--- config.mk ---
export PLATFORM = sky130hd
export DESIGN_NAME = paged_pc
export DESIGN_NICKNAME = d
export VERILOG_FILES = /design/src/rtl/paged_pc_pkg.sv /design/src/rtl/pc_op_select.sv /design/src/rtl/pc_next_calc.sv /design/src/rtl/pc_page_watch.sv /design/src/rtl/paged_pc.sv
export SDC_FILE = /design/constraint.sdc
export NUM_CORES = 1
export LEC_CHECK = 0
export ABC_CLOCK_PERIOD_IN_PS = 2300
export BUFFER_PORTS_ARGS = -buffer_cell sky130_fd_sc_hd__clkbuf_2
export CORE_MARGIN = 1.5
export CORE_UTILIZATION = 45
export CTS_BUF_LIST = sky130_fd_sc_hd__clkbuf_16
export CTS_CLUSTER_SIZE = 28
export DETAILED_ROUTE_END_ITERATION = 7
export PLACE_DENSITY = 0.77
export SYNTH_ARGS = -nofsm -noshare
export SYNTH_HDL_FRONTEND = slang
export SYNTH_SLANG_ARGS = --single-unit
--- constraint.sdc ---
create_clock -name clk -period 2.3 [get_ports clk]
set_clock_uncertainty 0.1 [all_clocks]
set_input_delay 0 -clock clk [delete_from_list [all_inputs] [get_ports clk]]
set_output_delay 0 -clock clk [all_outputs]
set_load 0.03 [all_outputs]
--- src/rtl/paged_pc_pkg.sv ---
package paged_pc_pkg;
   typedef enum logic [2:0] {
      OP_HOLD = 3'd0,
      OP_STEP = 3'd1,
      OP_IND  = 3'd2,
      OP_CALL = 3'd3,
      OP_JUMP = 3'd4
   } pc_op_e;
endpackage

--- src/rtl/pc_op_select.sv ---
module pc_op_select
   import paged_pc_pkg::*;
(
   input  logic   jump_en,
   input  logic   call_en,
   input  logic   ind_en,
   input  logic   step_en,
   output pc_op_e op
);
   // fixed priority: jump > call > indirect > step
   always_comb begin
      if (jump_en)      op = OP_JUMP;
      else if (call_en) op = OP_CALL;
      else if (ind_en)  op = OP_IND;
      else if (step_en) op = OP_STEP;
      else              op = OP_HOLD;
   end
endmodule

--- src/rtl/pc_next_calc.sv ---
module pc_next_calc
   import paged_pc_pkg::*;
#(
   parameter int PAGE_W        = 4,
   parameter int OFFS_W        = 8,
   parameter bit IND_FROM_NEXT = 1'b1,
   localparam int ADDR_W       = PAGE_W + OFFS_W
) (
   input  logic [ADDR_W-1:0] cur_pc,
   input  pc_op_e            op,
   input  logic [ADDR_W-1:0] jump_addr,
   input  logic [ADDR_W-1:0] call_addr,
   input  logic [OFFS_W-1:0] ind_offs,
   output logic [ADDR_W-1:0] next_pc
);
   logic [ADDR_W-1:0] inc_pc;
   logic [PAGE_W-1:0] ind_page;

   assign inc_pc = cur_pc + ADDR_W'(1);

   generate
      if (IND_FROM_NEXT) begin : g_page_next
         // page of the following location: last-offset case moves on
         assign ind_page = inc_pc[ADDR_W-1:OFFS_W];
      end else begin : g_page_cur
         assign ind_page = cur_pc[ADDR_W-1:OFFS_W];
      end
   endgenerate

   always_comb begin
      unique case (op)
         OP_JUMP: next_pc = jump_addr;
         OP_CALL: next_pc = call_addr;
         OP_IND:  next_pc = {ind_page, ind_offs};
         OP_STEP: next_pc = inc_pc;
         default: next_pc = cur_pc;
      endcase
   end
endmodule

--- src/rtl/pc_page_watch.sv ---
module pc_page_watch #(
   parameter int PAGE_W  = 4,
   parameter int OFFS_W  = 8,
   localparam int ADDR_W = PAGE_W + OFFS_W
) (
   input  logic [ADDR_W-1:0] old_pc,
   input  logic [ADDR_W-1:0] new_pc,
   output logic              moved
);
   assign moved = old_pc[ADDR_W-1:OFFS_W] != new_pc[ADDR_W-1:OFFS_W];
endmodule

--- src/rtl/paged_pc.sv ---
module paged_pc
   import paged_pc_pkg::*;
#(
   parameter int PAGE_W        = 4,
   parameter int OFFS_W        = 8,
   parameter bit IND_FROM_NEXT = 1'b1,
   localparam int ADDR_W       = PAGE_W + OFFS_W
) (
   input  logic              clk,
   input  logic              rst,
   input  logic              jump_en,
   input  logic [ADDR_W-1:0] jump_addr,
   input  logic              call_en,
   input  logic [ADDR_W-1:0] call_addr,
   input  logic              ind_en,
   input  logic [OFFS_W-1:0] ind_offs,
   input  logic              step_en,
   output logic [ADDR_W-1:0] pc_out,
   output logic              page_cross
);
   generate
      if (PAGE_W < 1 || OFFS_W < 1) begin : g_bad_geom
         $error("paged_pc: PAGE_W and OFFS_W must both be at least 1");
      end
      if (ADDR_W > 32) begin : g_bad_width
         $error("paged_pc: address wider than 32 bits is not supported");
      end
   endgenerate

   pc_op_e            op;
   logic [ADDR_W-1:0] pc_q, pc_d;
   logic              cross_q, cross_d;

   pc_op_select u_sel (
      .jump_en (jump_en),
      .call_en (call_en),
      .ind_en  (ind_en),
      .step_en (step_en),
      .op      (op)
   );

   pc_next_calc #(
      .PAGE_W        (PAGE_W),
      .OFFS_W        (OFFS_W),
      .IND_FROM_NEXT (IND_FROM_NEXT)
   ) u_calc (
      .cur_pc    (pc_q),
      .op        (op),
      .jump_addr (jump_addr),
      .call_addr (call_addr),
      .ind_offs  (ind_offs),
      .next_pc   (pc_d)
   );

   pc_page_watch #(
      .PAGE_W (PAGE_W),
      .OFFS_W (OFFS_W)
   ) u_watch (
      .old_pc (pc_q),
      .new_pc (pc_d),
      .moved  (cross_d)
   );

   always_ff @(posedge clk) begin
      if (rst) begin
         pc_q    <= '0;
         cross_q <= 1'b0;
      end else begin
         pc_q    <= pc_d;
         cross_q <= cross_d;
      end
   end

   assign pc_out     = pc_q;
   assign page_cross = cross_q;

   // reset clears the counter and the flag
   a_r1_reset_clears: assert property (@(posedge clk)
      rst |=> (pc_out == '0 && !page_cross));

   // jump always wins and loads the full address
   a_r3_jump_load: assert property (@(posedge clk) disable iff (rst)
      jump_en |=> pc_out == $past(jump_addr));

   // call wins whenever jump is idle
   a_r8_call_over_lower: assert property (@(posedge clk) disable iff (rst)
      (!jump_en && call_en) |=> pc_out == $past(call_addr));

   // indirect keeps the page when not at the last offset
   a_r5_ind_same_page: assert property (@(posedge clk) disable iff (rst)
      (!jump_en && !call_en && ind_en && pc_out[OFFS_W-1:0] != '1)
      |=> (pc_out[ADDR_W-1:OFFS_W] == $past(pc_out[ADDR_W-1:OFFS_W])
           && pc_out[OFFS_W-1:0] == $past(ind_offs)));

   // a lone step adds one
   a_r2_step_inc: assert property (@(posedge clk) disable iff (rst)
      (!jump_en && !call_en && !ind_en && step_en)
      |=> pc_out == $past(pc_out) + ADDR_W'(1));

   // idle cycles hold the counter
   a_r9_idle_hold: assert property (@(posedge clk) disable iff (rst)
      (!jump_en && !call_en && !ind_en && !step_en) |=> $stable(pc_out));

   // the flag is only raised on a real page change
   a_r10_cross_real: assert property (@(posedge clk) disable iff (rst)
      page_cross |-> pc_out[ADDR_W-1:OFFS_W] != $past(pc_out[ADDR_W-1:OFFS_W]));
endmodule

==> results of run 1 <==
cell type report:
| cell class | instances | area (µm²) | share of cell area (%) |
|---|---|---|---|
| Multi-Input combinational cell | 124 | 777 | 52.5 |
| Timing Repair Buffer | 56 | 310 | 21.0 |
| Sequential cell | 13 | 260 | 17.6 |
| Clock buffer | 3 | 75.1 | 5.07 |
| Tap cell | 28 | 35.0 | 2.37 |
| Inverter | 5 | 18.8 | 1.27 |
| Clock inverter | 1 | 3.75 | 0.254 |
flip-flops by register name, summed over array words and instances (netlist names):
| signal | flops |
|---|---|
| pc_out | 12 |
| page_cross | 1 |
metrics by stage:
| stage | utilization [%] | instance area [µm²] | setup slack [ns] |
|---|---|---|---|
| 6_report | 65.0 | 1480 | 0.373 |
| 5_1_grt | 65.0 | 1480 | 0.288 |
| 4_1_cts | 65.0 | 1480 | 0.419 |
| 3_5_place_dp | 58.9 | 1340 | 0.457 |
| 3_3_place_gp | 58.9 | 1340 | 0.548 |
| 2_1_floorplan | - | 1110 | 0.455 |
per-layer routing:
layer  GRT usage (%)  up-vias
met5               0        -
met4            6.41        0
met3            5.71        2
met2            43.3       49
met1            34.8      609
li1                -      659
tightest hold or removal path, delay by kind of cell:
family                 cells  cell delay [ns]
and+or+nand+nor            2             0.16
AOI/OAI and AO/OA          1             0.05
buffers and inverters      1             0.08
cell usage after synthesis (all sizes together):
library cell	count	share of area, %
a21oi	15	6.8
and3	3	2.4
o221a	2	2.0
a211oi	5	3.4
dfxtp	13	23
nor4	1	1.1
a21o	4	2.7
and2	4	2.5
a41oi	1	1.5
o22a	1	0.90
inv	5	1.7
or3	1	0.56
dlygate4sd1	1	0.79
o221ai	3	2.4
nand2	23	7.8
nor2	19	6.7
and4	3	2.7
buf	6	3.3
nand3	3	1.4
nand4	4	2.3
clkbuf	1	0.68
a221oi	1	0.79
ha	1	1.1
o21ai	8	3.6
o211a	1	0.90
xor2	5	4.0
a32oi	2	1.6
o32a	1	0.90
nor2b	1	0.56
nand3b	1	0.68
a31oi	1	0.56
o22ai	3	2.8
o211ai	1	0.68
nor3	5	4.1
mux2i	1	0.90
logic make-up after synthesis:
kind of cell | Yosys count | synth area share [%]
simple gates | 68 | 32.6
mux | 1 | 0.903
xor+xnor | 5 | 3.95
flops | 13 | 23.5
compound gates | 49 | 31.5
fa+ha+maj | 1 | 1.13
buf+inv | 13 | 6.43
power groups by stage:
stage | clock, W | sequential [W] | combinational, W
floorplan | 0 | 0.000301 | 0.000110
global placement | 0 | 0.000269 | 0.000207
detailed placement | 0 | 0.000271 | 0.000212
CTS | 0.000330 | 0.000267 | 0.000221
global route | 0.000346 | 0.000270 | 0.000244
finish | 0.000327 | 0.000268 | 0.000222
timing repair:
action,4_1_cts,5_1_grt
gates resized for setup,0,0
hold buffers,6,0
hold endpoints to repair,5,0
worst max path at each step:
stage | from | end | cells after the start
floorplan | pc_out[0] | page_cross | 6
global placement | pc_out[0] | page_cross | 6
detailed placement | pc_out[0] | page_cross | 6
CTS | pc_out[0] | pc_out[1] | 6
global route | pc_out[0] | pc_out[1] | 6
finish | pc_out[0] | pc_out[1] | 6
==> flow_summary.json, run 1 <==
{
  "outcome": "finished, violations left",
  "violations": "negative hold slack",
  "max_freq_mhz": 519,
  "wl_met2_mm": 1.57,
  "start_util_pct": 48.7,
  "p_sw_share_pct": 30.9,
  "ys_warn_count": 0,
  "intPower_w": 0.000565,
  "final_common_cell": "clkbuf_2",
  "nNetsFinal": 242,
  "maxSlewHeadroom_pct": 66.3,
  "routed-wl-met3_um": 229,
  "fp-row-count": 17,
  "area_growth_pct": 33.5,
  "path_clk_slew_ns": 0.05,
  "clk_latency_ns": 0.24,
  "cap_violations": 0,
  "slew_violations": 0,
  "cts_buffers": 3,
  "dr_total_vias": 1319,
  "total_leakage_power_nw": 0.679,
  "drt-initial-drc-count": 31,
  "m1WireLength_mm": 1.46,
  "rsz0062_at_grt": "no",
  "timing.rr.start": "pc_out[0]",
  "end_kind": "flip-flop",
  "critPathBufInv": 1,
  "ant_nets": 0,
  "synth-seq-cells": 13,
  "power_frac_seq_pct": 32.8,
  "placedCellCount": 220,
  "holdWs_ns": -0.00602,
  "worst_pin_slew_ns": 0.501,
  "syn_area_um2": 1110,
  "setup_viol": 0,
  "crit_path_top_delay_cell": "dlygate4sd3_1",
  "grt_max_degree": 26,
  "grt_overflow": 0,
  "grt_usage_pct": 26.4,
  "period_minus_slack_ns": 1.93,
  "instances_no_fill": 230,
  "first_pass_iters": 4,
  "num_io_pins": 51,
  "worstRegToRegCells": 6,
  "synth_cells": 150,
  "vdd.ir_drop.worst_v": 0.000826,
  "worstSetupStartpointType": "flip-flop",
  "drc": 0,
  "cts-root-buf": "clkbuf_16",
  "cts_setup_buffers": 0,
  "highest_layer": "met4",
  "min_path_cells": 4,
  "fin_crit_sh_pct": 83.8,
  "power_w": 0.000817,
  "die_area_um2": 2770,
  "grt_pass1_wl_mm": 5.42,
  "die_x_um": 52.6,
  "cp_common_cell": "a21oi_1",
  "viasPerCell": 5.73,
  "crit_chain": "ha_1, nor2_1, a221oi_1, a21oi_1, a21oi_1, dlygate4sd3_1",
  "cts.sinks": 13,
  "crit_fanout": 6,
  "cpLargestDelayFamily": "buffers and inverters",
  "wl_per_cell_um": 14.2,
  "hold_path_class": "in -> reg",
  "portBuffers": 50,
  "gp_congestion": 0.924,
  "hold_viol": 1,
  "worstSetupPathType": "reg -> reg",
  "cpPeakStageDelay_ns": 0.56,
  "grt_pass1_vias": 1207,
  "grt_antenna_before_repair": 0,
  "reg2reg_slack_ns": 0.37,
  "core_area_um2": 2280,
  "fill_cells": 205,
  "min_from": "jump_addr[7]",
  "antenna_cells": 0,
  "hpwl_mm": 2.43,
  "critical_path_required_ns": 2.39,
  "syn_nets": 189,
  "worstReg2RegEnd": "pc_out[1]",
  "p_switching_w": 0.000253,
  "ys_seq_area_share_pct": 23.5,
  "htree_num_levels": 1,
  "tns_ns": 0,
  "avgSynthCellArea_um2": 7.39,
  "drive_above_1_share_pct": 35.1,
  "cellPowerDensity_nw_per_um2": 552,
  "drt_wl_total_mm": 3.27,
  "cts_tree": "done",
  "cp.arrival_ns": 2.01,
  "cts_buffer_depth": 2,
  "power.clock.fraction_pct": 40.1,
  "synth_cell_type_count": 45,
  "die_y_um": 52.6,
  "most-common-layout-cells": "clkbuf_2, nand2_1, nor2_1, a21oi_1, dfxtp_1",
  "min_to": "pc_out[7]",
  "combPwrFrac_pct": 27.2
}
Power figures use the tool's default switching activity.
==> run 2: changes to the inputs <==
Settings changed: ABC_CLOCK_PERIOD_IN_PS 2300 to 1900.
Clock period 2.3 ns to 1.9 ns, I/O delays scaled along.
==> flow_summary.json, run 2 (synthesized netlist as in run 1, its figures left out) <==
{
  "grt_pass1_wl_mm": 5.40,
  "outcome": "complete, no violations",
  "portBuffers": 50,
  "grt_usage_pct": 26.3,
  "nNetsFinal": 246,
  "worst_pin_slew_ns": 0.513,
  "final_common_cell": "clkbuf_2",
  "die_x_um": 52.6,
  "vdd.ir_drop.worst_v": 0.000452,
  "grt_overflow": 0,
  "total_leakage_power_nw": 0.695,
  "viasPerCell": 5.87,
  "grt_pass1_vias": 1232,
  "worstSetupPathType": "reg -> reg",
  "antenna_cells": 0,
  "slew_violations": 0,
  "most-common-layout-cells": "clkbuf_2, nand2_1, nor2_1, a21oi_1, dfxtp_1",
  "wl_per_cell_um": 14.3,
  "first_pass_iters": 4,
  "place_area_um2": 1360,
  "hold_viol": 0,
  "worstSetupStartpointType": "flip-flop",
  "power.clock.fraction_pct": 40.4,
  "ant_nets": 0,
  "area_growth_pct": 36.9,
  "drive_above_1_share_pct": 36.4,
  "cts_buffers": 3,
  "cts.sinks": 13,
  "cts-root-buf": "clkbuf_16",
  "combPwrFrac_pct": 27.7,
  "hpwl_mm": 2.43,
  "setup_viol": 0,
  "power_w": 0.00101,
  "critical_path_required_ns": 1.91,
  "p_switching_w": 0.000315,
  "cts_buffer_depth": 2,
  "die_y_um": 52.6,
  "drt-initial-drc-count": 50,
  "stdcell_area_um2": 1520,
  "grt_max_degree": 21,
  "hold_path_class": "in -> reg",
  "p_sw_share_pct": 31.3,
  "max_freq_mhz": 544,
  "clk_latency_ns": 0.25,
  "cellPowerDensity_nw_per_um2": 663,
  "intPower_w": 0.000692,
  "cp.arrival_ns": 1.85,
  "power_frac_seq_pct": 31.9,
  "die_area_um2": 2770,
  "htree_num_levels": 1,
  "core_area_um2": 2280,
  "largest_reg_flops": 12,
  "grt_antenna_before_repair": 0,
  "crit_fanout": 6,
  "dr_total_vias": 1374,
  "cts_tree": "done",
  "num_io_pins": 51,
  "gp_congestion": 0.933,
  "tns_ns": 0,
  "maxSlewHeadroom_pct": 65.5,
  "drc": 0,
  "fin_crit_sh_pct": 96.7,
  "rsz0062_at_grt": "no",
  "drt_wl_total_mm": 3.34,
  "end_kind": "flip-flop",
  "period_minus_slack_ns": 1.84,
  "cap_violations": 0,
  "fp-row-count": 17,
  "start_util_pct": 48.7,
  "path_clk_slew_ns": 0.05
}
==> run 2: cell count changes in the layout (fill, tap and decap cells not counted) <==
cell	before	now
and4_1	1	0
clkinv_2	0	1
and4_2	1	2
inv_1	5	4
buf_4	0	2
dlygate4sd3_1	6	8
==> run 2: through the flow <==
stage	util (%)	setup WS [ns]	hold WS, ns	cells
2_1_floorplan	-	0.0548	-0.0284	150
3_3_place_gp	59.6	0.183	0.144	222
3_5_place_dp	59.6	0.0763	0.147	222
4_1_cts	66.6	0.0639	0.00910	234
5_1_grt	66.7	0.00104	0.0527	234
6_report	66.7	0.0623	0.00370	234
==> run 2: worst max-delay path, stage by stage, from the launching register on <==
cell,delay (ns)
dfxtp_1,0.34
ha_1,0.22
and4_2,0.28
and3_2,0.22
o211a_1,0.20
a31oi_1,0.20
a41oi_2,0.14
==> run 2: final cells by class <==
class                   count  area (µm²)
multi-input cells         124         778
fillers                   199         758
repair buffers             60         345
flip-flops and latches     13         260
clock buffers               3        75.1
well taps                  28        35.0
inverters                   5        18.8
clock inverters             1        5.00
==> run 2: worst paths after layout <==
path / startpoint / end / slack, ns / depth (start not counted)
setup reg to reg: pc_out[1] / page_cross / 0.06 / 6
hold / removal: jump_addr[1] / pc_out[1] / 0.004 / 3
setup / recovery: pc_out[1] / page_cross / 0.06 / 6
hold reg to reg: pc_out[11] / pc_out[11] / 0.44 / 2
==> run 2: routing by layer <==
metal  part of all wire (%)  routed length, µm  GRT usage [%]
met5                      0                  0              0
met4                    1.4                 48           10.7
met3                    6.4                214           3.43
met2                     47               1580           42.3
met1                     45               1490           35.1
==> run 2: power by group through the flow <==
| stage | sequential (W) | clock [W] | combinational, W |
|---|---|---|---|
| after CTS | 0.000321 | 0.000408 | 0.000277 |
| after global placement | 0.000324 | 0 | 0.000256 |
| after global routing | 0.000324 | 0.000424 | 0.000305 |
| after detailed placement | 0.000326 | 0 | 0.000263 |
| final | 0.000321 | 0.000406 | 0.000279 |
| after floorplan | 0.000364 | 0 | 0.000133 |
==> run 2: what timing repair did <==
item	in CTS	in global routing
hold buffers	8	0
resized for setup	0	1
hold endpoints to repair	8	0
endpoints found under the setup margin	0	1
setup buffers	0	0
==> run 3: changes to the inputs <==
Settings changed: ABC_CLOCK_PERIOD_IN_PS 1900 to unset.
Clock period 1.9 ns to 2.1 ns, I/O delays scaled along.
==> flow_summary.json, run 3 (synthesized netlist as in run 1, its figures left out) <==
{
  "cap_violations": 0,
  "hold_viol": 1,
  "grt_overflow": 0,
  "stdcell_area_um2": 1490,
  "viasPerCell": 5.89,
  "power_w": 0.000898,
  "drt_wl_total_mm": 3.34,
  "area_growth_pct": 34.2,
  "total_leakage_power_nw": 0.683,
  "setup_viol": 0,
  "cts_buffers": 3,
  "fill_cells": 195,
  "critical_path_required_ns": 2.11,
  "core_area_um2": 2280,
  "start_util_pct": 48.7,
  "grt_max_degree": 21,
  "end_kind": "flip-flop",
  "grt_antenna_before_repair": 0,
  "drive_above_1_share_pct": 35.5,
  "clk_latency_ns": 0.24,
  "outcome": "finished, violations left",
  "wl_per_cell_um": 14.4,
  "holdWs_ns": -0.00255,
  "die_area_um2": 2770,
  "htree_num_levels": 1,
  "worstRegToRegCells": 6,
  "grt_usage_pct": 26.4,
  "most-common-layout-cells": "clkbuf_2, nand2_1, nor2_1, a21oi_1, dfxtp_1",
  "cellPowerDensity_nw_per_um2": 604,
  "cts_buffer_depth": 2,
  "placedCellCount": 221,
  "instances_no_fill": 231,
  "drt-initial-drc-count": 44,
  "first_pass_iters": 4,
  "maxSlewHeadroom_pct": 63.9,
  "cts_tree": "done",
  "gp_congestion": 0.939,
  "period_minus_slack_ns": 1.85,
  "worst_pin_slew_ns": 0.537,
  "fin_crit_sh_pct": 88.2,
  "num_io_pins": 51,
  "slew_violations": 0,
  "tns_ns": 0,
  "hold_path_class": "in -> reg",
  "path_clk_slew_ns": 0.05,
  "die_y_um": 52.6,
  "grt_pass1_wl_mm": 5.40,
  "cts-root-buf": "clkbuf_16",
  "crit_fanout": 6,
  "fp-row-count": 17,
  "final_common_cell": "clkbuf_2",
  "max_freq_mhz": 540,
  "place_area_um2": 1350,
  "worstSetupStartpointType": "flip-flop",
  "ant_nets": 0,
  "cts.sinks": 13,
  "cp.arrival_ns": 1.86,
  "die_x_um": 52.6,
  "min_path_cells": 4,
  "hpwl_mm": 2.37,
  "worstSetupPathType": "reg -> reg",
  "nNetsFinal": 243,
  "largest_reg_flops": 12,
  "grt_pass1_vias": 1215,
  "dr_total_vias": 1361,
  "rsz0062_at_grt": "no",
  "violations": "negative hold slack",
  "vdd.ir_drop.worst_v": 0.000420,
  "drc": 0,
  "antenna_cells": 0,
  "portBuffers": 50
}
## run 3: layer usage
layer | track usage [%] | routed length, µm
met1 | 34.4 | 1440
met2 | 43.5 | 1600
met3 | 3.43 | 236
met4 | 10.3 | 63
met5 | 0 | 0
## run 3: critical path, cell delays in order (launching register included)
cell	delay (ns)
dfxtp_1	0.36
ha_1	0.25
and4_1	0.27
and3_2	0.24
o211a_1	0.20
a31oi_1	0.16
a41oi_2	0.13
## run 3: final cells by class
type	count	area (µm²)	area share, %
Inverter	5	18.8	1.26
Timing Repair Buffer	57	318	21.4
Clock buffer	3	75.1	5.05
Tap cell	28	35.0	2.35
Sequential cell	13	260	17.5
Multi-Input combinational cell	124	777	52.2
Clock inverter	1	3.75	0.252
## run 3: timing repair
item | 4_1_cts | 5_1_grt
hold buffers | 6 | 0
endpoints found under the setup margin | 0 | 0
resized for setup | 0 | 0
setup buffers | 0 | 0
endpoints found under the hold margin | 6 | 0
## run 3: worst paths after layout
path	start	slack [ns]	end
hold reg to reg	pc_out[11]	0.44	pc_out[11]
setup / recovery	pc_out[0]	0.25	page_cross
setup reg to reg	pc_out[0]	0.25	page_cross
hold / removal	jump_addr[4]	-0.003	pc_out[4]
## run 3: where the power goes
group | total (W) | switching (W) | internal (W)
Combinational | 0.000245 | 0.000144 | 0.000101
Sequential | 0.000293 | 0.0000254 | 0.000267
Clock | 0.000361 | 0.000110 | 0.000252
Total | 0.000898 | 0.000279 | 0.000619
## run 3: stage by stage
| stage | setup WS, ns | utilization, % | hold WS, ns |
|---|---|---|---|
| final | 0.248 | 65.4 | -0.00255 |
| after global routing | 0.151 | 65.4 | 0.0310 |
| after CTS | 0.272 | 65.4 | 0.00326 |
| after detailed placement | 0.282 | 59.3 | 0.151 |
| after global placement | 0.350 | 59.3 | 0.140 |
| after floorplan | 0.255 | - | -0.0284 |
